[src/rtl/irt_pkg.sv]
package irt_pkg;

    // Width of the programmable interval field and of the register word.
    localparam int unsigned IVL_W = 16;
    localparam int unsigned REG_W = 32;

    // Controller states: no window, window without pending event,
    // window with at least one pending event.
    typedef enum logic [1:0] {
        ST_IDLE = 2'd0,
        ST_WAIT = 2'd1,
        ST_PEND = 2'd2
    } irt_state_e;

endpackage

[src/rtl/irt_prescaler.sv]
module irt_prescaler #(
    parameter int unsigned DIV = 32
) (
    input  logic clk,
    input  logic rst_n,
    input  logic restart,
    output logic tick
);

    localparam int unsigned CW = (DIV > 1) ? $clog2(DIV) : 1;
    localparam logic [CW-1:0] LAST = CW'(DIV - 1);

    generate
        if (DIV > 1) begin : g_div
            logic [CW-1:0] cnt_q;

            always_ff @(posedge clk) begin
                if (!rst_n) begin
                    cnt_q <= '0;
                end else if (restart) begin
                    cnt_q <= '0;
                end else if (cnt_q == LAST) begin
                    cnt_q <= '0;
                end else begin
                    cnt_q <= cnt_q + 1'b1;
                end
            end

            assign tick = (cnt_q == LAST);

            // two ticks are never back to back when the ratio exceeds one.
            a_r9_tick_spacing: assert property (@(posedge clk) disable iff (!rst_n)
                tick && !restart |=> !tick);

            // a restart always yields a quiet cycle before the next tick.
            a_r9_restart_quiet: assert property (@(posedge clk) disable iff (!rst_n)
                restart |=> !tick);
        end else begin : g_pass
            assign tick = 1'b1;
        end
    endgenerate

endmodule

[src/rtl/irt_holdoff.sv]
module irt_holdoff #(
    parameter int unsigned W = 16
) (
    input  logic         clk,
    input  logic         rst_n,
    input  logic         load,
    input  logic [W-1:0] load_val,
    input  logic         tick,
    output logic         run,
    output logic         expire
);

    logic [W-1:0] cnt_q;

    always_ff @(posedge clk) begin
        if (!rst_n) begin
            cnt_q <= '0;
        end else if (load) begin
            cnt_q <= load_val;
        end else if (tick && (cnt_q != '0)) begin
            cnt_q <= cnt_q - 1'b1;
        end
    end

    assign run    = (cnt_q != '0);
    assign expire = tick && (cnt_q == W'(1));

    // the counter is only reloaded when no window is live or it ends now.
    a_r4_no_early_reload: assert property (@(posedge clk) disable iff (!rst_n)
        load |-> (!run || expire));

    // a running window keeps its count when no tick and no load occur.
    a_r8_window_kept: assert property (@(posedge clk) disable iff (!rst_n)
        run && !load && !tick |=> cnt_q == $past(cnt_q));

endmodule

[src/rtl/irt_ctrl.sv]
module irt_ctrl
    import irt_pkg::*;
(
    input  logic       clk,
    input  logic       rst_n,
    input  logic       evt,
    input  logic       clr,
    input  logic       ivl_zero,
    input  logic       expire,
    input  logic       run,
    output logic       fire,
    output logic       load,
    output logic       irq_out,
    output irt_state_e state
);

    irt_state_e state_q;
    irt_state_e state_d;

    // Next state and fire decision.
    always_comb begin
        state_d = state_q;
        fire    = 1'b0;
        unique case (state_q)
            ST_IDLE: begin
                if (evt) begin
                    fire    = 1'b1;
                    state_d = ivl_zero ? ST_IDLE : ST_WAIT;
                end
            end
            ST_WAIT: begin
                if (expire) begin
                    if (evt) begin
                        fire    = 1'b1;
                        state_d = ivl_zero ? ST_IDLE : ST_WAIT;
                    end else begin
                        state_d = ST_IDLE;
                    end
                end else if (evt) begin
                    state_d = ST_PEND;
                end
            end
            ST_PEND: begin
                if (expire) begin
                    fire    = 1'b1;
                    state_d = ivl_zero ? ST_IDLE : ST_WAIT;
                end
            end
            default: begin
                state_d = ST_IDLE;
            end
        endcase
    end

    assign load = fire && !ivl_zero;

    // State register.
    always_ff @(posedge clk) begin
        if (!rst_n) begin
            state_q <= ST_IDLE;
        end else begin
            state_q <= state_d;
        end
    end

    // Output register: a fire sets, a host clear drops, fire wins a tie.
    always_ff @(posedge clk) begin
        if (!rst_n) begin
            irq_out <= 1'b0;
        end else if (fire) begin
            irq_out <= 1'b1;
        end else if (clr) begin
            irq_out <= 1'b0;
        end
    end

    assign state = state_q;

    // with throttling off, an idle event raises the output next cycle.
    a_r3_bypass: assert property (@(posedge clk) disable iff (!rst_n)
        ivl_zero && (state_q == ST_IDLE) && evt |=> irq_out && (state_q == ST_IDLE));

    // the output holds until a clear is seen.
    a_r7_hold: assert property (@(posedge clk) disable iff (!rst_n)
        irq_out && !clr |=> irq_out);

    // a pending event fires when the window ends.
    a_r5_pend_fires: assert property (@(posedge clk) disable iff (!rst_n)
        (state_q == ST_PEND) && expire |=> irq_out);

    // a window state always has a live hold-off counter.
    a_r4_state_has_window: assert property (@(posedge clk) disable iff (!rst_n)
        (state_q != ST_IDLE) |-> run);

    // a window that ends with nothing pending returns to idle.
    a_r6_to_idle: assert property (@(posedge clk) disable iff (!rst_n)
        (state_q == ST_WAIT) && expire && !evt |=> (state_q == ST_IDLE));

endmodule

[src/rtl/irt_throttle.sv]
module irt_throttle
    import irt_pkg::*;
#(
    parameter int unsigned TICK_DIV = 32
) (
    input  logic             clk,
    input  logic             rst_n,
    input  logic             cfg_we,
    input  logic [REG_W-1:0] cfg_wdata,
    output logic [REG_W-1:0] cfg_rdata,
    input  logic             evt_in,
    input  logic             irq_clr,
    output logic             irq_out
);

    localparam int unsigned PAD_W = REG_W - IVL_W;

    logic [IVL_W-1:0] ivl_q;
    logic             ivl_zero;
    logic             tick;
    logic             run;
    logic             expire;
    logic             fire;
    logic             load;
    irt_state_e       state;

    // Interval register; upper bits are not stored.
    always_ff @(posedge clk) begin
        if (!rst_n) begin
            ivl_q <= '0;
        end else if (cfg_we) begin
            ivl_q <= cfg_wdata[IVL_W-1:0];
        end
    end

    assign ivl_zero  = (ivl_q == '0);
    assign cfg_rdata = {{PAD_W{1'b0}}, ivl_q};

    irt_prescaler #(
        .DIV (TICK_DIV)
    ) u_presc (
        .clk     (clk),
        .rst_n   (rst_n),
        .restart (load),
        .tick    (tick)
    );

    irt_holdoff #(
        .W (IVL_W)
    ) u_hold (
        .clk      (clk),
        .rst_n    (rst_n),
        .load     (load),
        .load_val (ivl_q),
        .tick     (tick),
        .run      (run),
        .expire   (expire)
    );

    irt_ctrl u_ctrl (
        .clk      (clk),
        .rst_n    (rst_n),
        .evt      (evt_in),
        .clr      (irq_clr),
        .ivl_zero (ivl_zero),
        .expire   (expire),
        .run      (run),
        .fire     (fire),
        .load     (load),
        .irq_out  (irq_out),
        .state    (state)
    );

    // written interval is read back on the next cycle.
    a_r2_readback: assert property (@(posedge clk) disable iff (!rst_n)
        cfg_we |=> cfg_rdata[IVL_W-1:0] == $past(cfg_wdata[IVL_W-1:0]));

    // the output rises only through a fire.
    a_r1_rise_needs_fire: assert property (@(posedge clk) disable iff (!rst_n)
        !irq_out && !fire |=> !irq_out);

endmodule

[config.mk]
export PLATFORM = sky130hd
export DESIGN_NAME = irt_throttle
export DESIGN_NICKNAME = d
export VERILOG_FILES = /design/src/rtl/irt_pkg.sv /design/src/rtl/irt_prescaler.sv /design/src/rtl/irt_holdoff.sv /design/src/rtl/irt_ctrl.sv /design/src/rtl/irt_throttle.sv
export SDC_FILE = /design/constraint.sdc
export NUM_CORES = 1
export LEC_CHECK = 0
export BUFFER_PORTS_ARGS = -buffer_cell sky130_fd_sc_hd__buf_2
export CAP_MARGIN = 10
export CELL_PAD_IN_SITES_DETAIL_PLACEMENT = 0
export CELL_PAD_IN_SITES_GLOBAL_PLACEMENT = 1
export CORE_MARGIN = 5
export CORE_UTILIZATION = 40
export DETAILED_ROUTE_END_ITERATION = 7
export PLACE_DENSITY_LB_ADDON = 0.2
export SYNTH_ARGS = -nofsm -noshare
export SYNTH_HDL_FRONTEND = slang
export SYNTH_SLANG_ARGS = --single-unit
[constraint.sdc]
create_clock -name clk -period 5.24 [get_ports clk]
set_input_delay 0.262 -clock clk [delete_from_list [all_inputs] [get_ports clk]]
set_output_delay 0.262 -clock clk [all_outputs]
set_load 0.01 [all_outputs]
==> results of run 1 <==
-- state kept, by name, summed over array words and instances, names as in the netlist --
signal	flops
u_ctrl.state	2
u_presc.g_div.cnt_q	5
u_hold.cnt_q	16
ivl_q	16
u_ctrl.irq_out	1
-- power breakdown --
group	switching (W)	leakage (nW)	internal [W]
Sequential	0.0000237	0.329	0.000329
Combinational	0.0000963	0.722	0.0000630
Clock	0.000106	0.0400	0.0000901
Total	0.000226	1.09	0.000482
-- through the flow --
stage | worst slack (ps) | hold WS (ps) | area [sq um]
2_1_floorplan | 2770 | 409 | 2160
3_3_place_gp | 2270 | 461 | 2260
3_5_place_dp | 2230 | 463 | 2260
4_1_cts | 2230 | 199 | 2340
5_1_grt | 2080 | 199 | 2340
6_report | 2240 | 200 | 2340
-- layout by cell type, fill, tap and decap left out, drive strengths merged, types with 2 or more instances in the layout --
cell type / synthesis / routed
nor2b: 2 / 2
o21ai: 3 / 3
buf: 21 / 37
clkinv: 1 / 2
inv: 4 / 4
nor2: 22 / 22
and3: 3 / 3
xnor2: 5 / 5
o211a: 7 / 7
nor4: 12 / 12
or3: 9 / 9
or2: 3 / 3
o31ai: 3 / 3
a211oi: 5 / 5
xor2: 7 / 7
nand3: 2 / 2
nand2b: 2 / 2
conb: 1 / 16
o22ai: 2 / 2
ha: 5 / 5
nor3: 15 / 15
mux2i: 17 / 17
nand2: 5 / 5
clkbuf: 5 / 5
or4: 3 / 3
dfxtp: 40 / 40
a21oi: 7 / 7
-- critical path: stages, from the launching register on --
cell      delay, ps
dfxtp_1         360
ha_1            190
and3_1          180
ha_1            260
or4bb_1         560
nor4_4          380
o211ai_2        390
or3_1           440
o211a_1         140
-- synthesized netlist by cell type, types with 2 or more instances --
library cell	instances
a211oi_1	5
a21oi_1	6
and3_1	3
buf_2	2
buf_4	17
clkbuf_1	5
dfxtp_1	40
ha_1	5
inv_1	4
mux2i_1	17
nand2_1	4
nand2b_1	2
nand3_1	2
nor2_1	21
nor2b_1	2
nor3_1	15
nor4_1	10
nor4_4	2
o211a_1	7
o21ai_1	2
o22ai_1	2
o31ai_1	3
or2_2	2
or3_1	9
or4_1	3
xnor2_1	5
xor2_1	7
-- routing by layer --
metal	vias to the layer above	wire length, um	track usage, %	share of wire [%]
met5	-	0	0	0
met4	0	51	4.25	1.1
met3	7	233	4.34	5.1
met2	40	2020	23.7	44
met1	727	2300	18.9	50
li1	862	-	-	-
-- cells by family (layout without fill, tap and decap cells) --
family                   after synthesis  in the layout  share of synthesized area [%]
multiplexers                          18             18                           8.62
AND/OR/NAND/NOR                       82             82                           22.9
buffers and inverters                 31             49                           9.03
XOR/XNOR                              12             12                           4.99
AO/OA/AOI/OAI                         36             36                           13.3
adder cells (fa/ha/maj)                5              5                           2.97
other                                  1             16                          0.178
flip-flops                            40             40                           38.0
-- path summary, 6_finish.rpt --
check	startpoint	to	slack [ps]
min	cfg_wdata[4]	ivl_q[4]	200
max reg2reg	u_presc.g_div.cnt_q[0]	u_hold.cnt_q[5]	2240
min reg2reg	u_presc.g_div.cnt_q[0]	u_presc.g_div.cnt_q[0]	470
max	u_presc.g_div.cnt_q[0]	u_hold.cnt_q[5]	2240
-- cell type report --
type                       instances  area (sq um)  area share (%)
clock inverter                     2          12.5           0.534
multi-input combinational        169          1170            49.9
tap                               70          87.6            3.74
inverter                           5          18.8           0.800
timing repair buffer              37           185            7.90
clock buffer                       5          68.8            2.93
sequential                        40           801            34.2
==> results_dict.tcl, run 1 <==
set metrics [dict create \
    drive_gt1_share_pct 20.5 \
    start_kind "flop" \
    p_leak_nw 1.09 \
    synth_area_leaders "dfxtp_1 (38%), mux2i_1 (8.1%), buf_4 (6.1%), nor2_1 (3.7%), nor3_1 (3.6%)" \
    viasPerCell 4.99 \
    vdd_drop_max_uv 116 \
    cts_hold_buf 0 \
    io_pins 70 \
    grt_start_max_net_pins 27 \
    n_antenna_cell 0 \
    synthArstFlopShare_pct 0 \
    relSlewSlack_pct 48.2 \
    grt_pass1_vias 1559 \
    crit_fanout 17 \
    syn_inst 225 \
    synth.cell_area_sq_um 2110 \
    post_cts_buffers 0 \
    route.antenna.remaining_nets 0 \
    hold_violations 0 \
    end_kind "flop" \
    reg2regPathDepth 8 \
    max_clock_freq_mhz 334 \
    power_density_nw_per_um2 302 \
    wl_mm 4.60 \
    avgSynthCellArea_sq_um 9.36 \
    final_nets 300 \
    total_power_w 0.000709 \
    rsz0062_at_grt "false" \
    grtUsageTotal_pct 14.7 \
    grt_overflow_total 0 \
    ys_types 50 \
    cts_buffers 5 \
    fp-row-count 26 \
    setup_tns_ps 0 \
    clkTransAtPathRegs_ps 80 \
    core-area_sq_um 5110 \
    routedWlPerCell_um 14.0 \
    ys_warn_count 0 \
    stdcell_count 328 \
    synth_edf_count 0 \
    finalSetupViolCount 0 \
    worst_ep_arrival_time_ps 3190 \
    cts-root-buf "clkbuf_8" \
    period_share_pct 57.2 \
    hp-class "input port to flop" \
    htreeDepth 2 \
    ys.flop_type "dfxtp_1" \
    syn_to_final_growth_pct 11.3 \
    cts_resized 0 \
    drv_slew 0 \
    fin_skew_ps 5.85 \
    via_count 1636 \
    synth-seq-cells 40 \
    ys_seq_area_share_pct 38.0 \
    start_util_pct 41.2 \
    outcome "completed" \
    clk_path_buf_depth 2 \
    worstMarginPinSlew_ps 773 \
    routabilityCongestion 0.736 \
    crit_required_ps 5430 \
    cts_tree "done" \
    cap_violations 0 \
    finalCriticalPeriod_ps 3000 \
    hold_depth 3 \
    clkSinkCount 40 \
    grt_pass1_wl_mm 7.51 \
    hpwl_mm 3.38 \
    yosys.area.top_type "dfxtp_1" \
    utilization_pct 45.9 \
    io_buffer_count 37 \
    firstDrtPassIters 4 \
    dp_cells 321 \
    die_h_um 82.6 \
    die_w_um 82.6 \
    die-area_sq_um 6820 \
    antenna_found_initial 0 \
    insertion_delay_ps 290 \
    route.detailed.drc 0 \
    yosys.area.top_type_share_pct 38.0 \
    critPathKind "flop to flop" \
    drt_iter0_drc 90 \
    n_fill_cell 525 \
]
Note: power is estimated with default switching activity, not from simulation.
==> run 2, diff against run 1 <==
--- a/config.mk
+++ b/config.mk
@@ -10,7 +10,7 @@
 export CELL_PAD_IN_SITES_DETAIL_PLACEMENT = 0
 export CELL_PAD_IN_SITES_GLOBAL_PLACEMENT = 1
 export CORE_MARGIN = 5
-export CORE_UTILIZATION = 40
+export CORE_UTILIZATION = 33
 export DETAILED_ROUTE_END_ITERATION = 7
 export PLACE_DENSITY_LB_ADDON = 0.2
 export SYNTH_ARGS = -nofsm -noshare
==> constraint.sdc (replaced) <==
create_clock -name clk -period 2.5 [get_ports clk]
set_input_delay 0.125 -clock clk [delete_from_list [all_inputs] [get_ports clk]]
set_output_delay 0.125 -clock clk [all_outputs]
set_load 0.01 [all_outputs]
==> results_dict.tcl, run 2 (synthesis results as in run 1) <==
set metrics [dict create \
    stdcell_count 365 \
    cp.depth 9 \
    wl_mm 5.51 \
    worstMarginPinSlew_ps 611 \
    setup_slack_ps 47.3 \
    startpoint "u_presc.g_div.cnt_q[1]" \
    placed_area_sq_um 2460 \
    relSlewSlack_pct 58.2 \
    crit_required_ps 2690 \
    setup_tns_ps 0 \
    route.antenna.remaining_nets 0 \
    worstSetupEndpoint "u_hold.cnt_q[10]" \
    final_nets 329 \
    p_leak_nw 1.26 \
    cp_common_cell "ha_4" \
    io_pins 70 \
    cts_buffers 5 \
    reg.largest.list "ivl_q: 16 flops, u_hold.cnt_q: 16 flops, u_presc.g_div.cnt_q: 5 flops" \
    die-area_sq_um 8080 \
    routedWlPerCell_um 15.1 \
    final_common_cell "dfxtp_1" \
    start_kind "flop" \
    worst_ep_arrival_time_ps 2640 \
    grtUsageTotal_pct 13.4 \
    cts_hold_buf 0 \
    cts-root-buf "clkbuf_8" \
    firstDrtPassIters 4 \
    fin_skew_ps 7.08 \
    cp_cell_sequence "ha_4, and3_4, ha_4, or4bb_4, nor4_4, buf_6, a21oi_4, or3_1, o211a_1" \
    critPathKind "flop to flop" \
    syn_to_final_growth_pct 30.5 \
    grt_pass1_vias 1714 \
    core-area_sq_um 6280 \
    die_w_um 89.9 \
    vdd_drop_max_uv 319 \
    n_fill_cell 630 \
    r2r_slack_ps 50 \
    grt_overflow_total 0 \
    rsz0062_at_grt "true" \
    finalCriticalPeriod_ps 2450 \
    dp_cells 351 \
    n_antenna_cell 0 \
    worst_hold_slack_ps 57.8 \
    slowest_delay_ps 470 \
    power_density_nw_per_um2 631 \
    reg2reg_from "u_presc.g_div.cnt_q[1]" \
    mostFrequentLayoutCells "dfxtp_1 (38), buf_2 (37), nor2_1 (21), buf_4 (21), mux2i_1 (17)" \
    htreeDepth 2 \
    grt_pass1_wl_mm 8.87 \
    outcome "completed" \
    drt_iter0_drc 84 \
    via_count 1835 \
    io_buffer_count 37 \
    clkSinkCount 40 \
    clk_path_buf_depth 2 \
    finalSetupViolCount 0 \
    hpwl_mm 3.85 \
    drv_slew 0 \
    r2r_end "u_hold.cnt_q[10]" \
    route.detailed.drc 0 \
    cts_tree "done" \
    hold_violations 0 \
    start_util_pct 33.5 \
    crit_family "simple AND/OR/NAND/NOR gates" \
    cap_violations 0 \
    die_h_um 89.9 \
    end_kind "flop" \
    path_buf_inv 1 \
    crit_slowest_cell "or4bb_4" \
    antenna_found_initial 0 \
    hp-class "input port to flop" \
    viasPerCell 5.03 \
    crit_fanout 6 \
    routabilityCongestion 0.815 \
    reg2regPathDepth 9 \
    max_clock_freq_mhz 408 \
    insertion_delay_ps 300 \
    fp-row-count 29 \
    preCtsSetupSlack_ps -102 \
    grt_start_max_net_pins 19 \
    clkTransAtPathRegs_ps 80 \
    drive_gt1_share_pct 34.0 \
    period_share_pct 98.1 \
    fin_area_sq_um 2750 \
]
-- run 2: cell types whose count changed in the layout (fill, tap and decap cells not counted), moves of 2 or more --
cell      change
buf_6         +4
ha_4          +2
dfxtp_1       -2
o211ai_4      +2
ha_1          -2
dfxtp_2       +2
nor3_2        +3
buf_4        +21
nor3_1        -3
-- run 2: report_power, final --
group,total (W),internal (W),switching [W]
clock,0.000522,0.000296,0.000226
sequential,0.000745,0.000691,0.0000537
combinational,0.000468,0.000219,0.000250
-- run 2: through the flow --
| step | util [%] | total power [W] |
|---|---|---|
| floorplan | - | 0.00103 |
| global placement | 39.1 | 0.00116 |
| detailed placement | 39.1 | 0.00116 |
| CTS | 42.3 | 0.00172 |
| global route | 43.8 | 0.00183 |
| finish | 43.8 | 0.00174 |
-- run 2: how the worst min path moves through the flow --
stage / start / slack [ps] / end / cells past startpoint
2_1_floorplan: cfg_wdata[10] / 270 / ivl_q[10] / 2
3_3_place_gp: cfg_wdata[5] / 360 / ivl_q[5] / 3
3_5_place_dp: cfg_wdata[13] / 370 / ivl_q[13] / 3
4_1_cts: cfg_wdata[9] / 60 / ivl_q[9] / 3
5_1_grt: cfg_wdata[13] / 60 / ivl_q[13] / 3
6_report: cfg_wdata[5] / 60 / ivl_q[5] / 3
-- run 2: metal layers --
| metal | track usage [%] | routed length [um] |
|---|---|---|
| met2 | 21.2 | 2580 |
| met3 | 2.34 | 218 |
| met1 | 18.1 | 2610 |
| met4 | 5.58 | 104 |
| met5 | 0 | 0 |
-- run 2: tightest hold or removal path, stage by stage --
cell	delay (ps)
buf_2	70
mux2i_1	50
nor2_1	70
-- run 2: what timing repair did --
action	4_1_cts	5_1_grt
resized for setup	12	16
endpoints found under the setup margin	22	23
setup buffers	3	0
pin swaps	3	16
gates cloned	2	1
-- run 2: final cells by class --
class	count	area [sq um]	area share (%)
repair buffers	63	408	14.8
multi-input cells	172	1320	47.8
inverters	5	18.8	0.683
clock inverters	2	35.0	1.27
clock buffers	6	72.6	2.64
well taps	77	96.3	3.50
flip-flops and latches	40	803	29.2
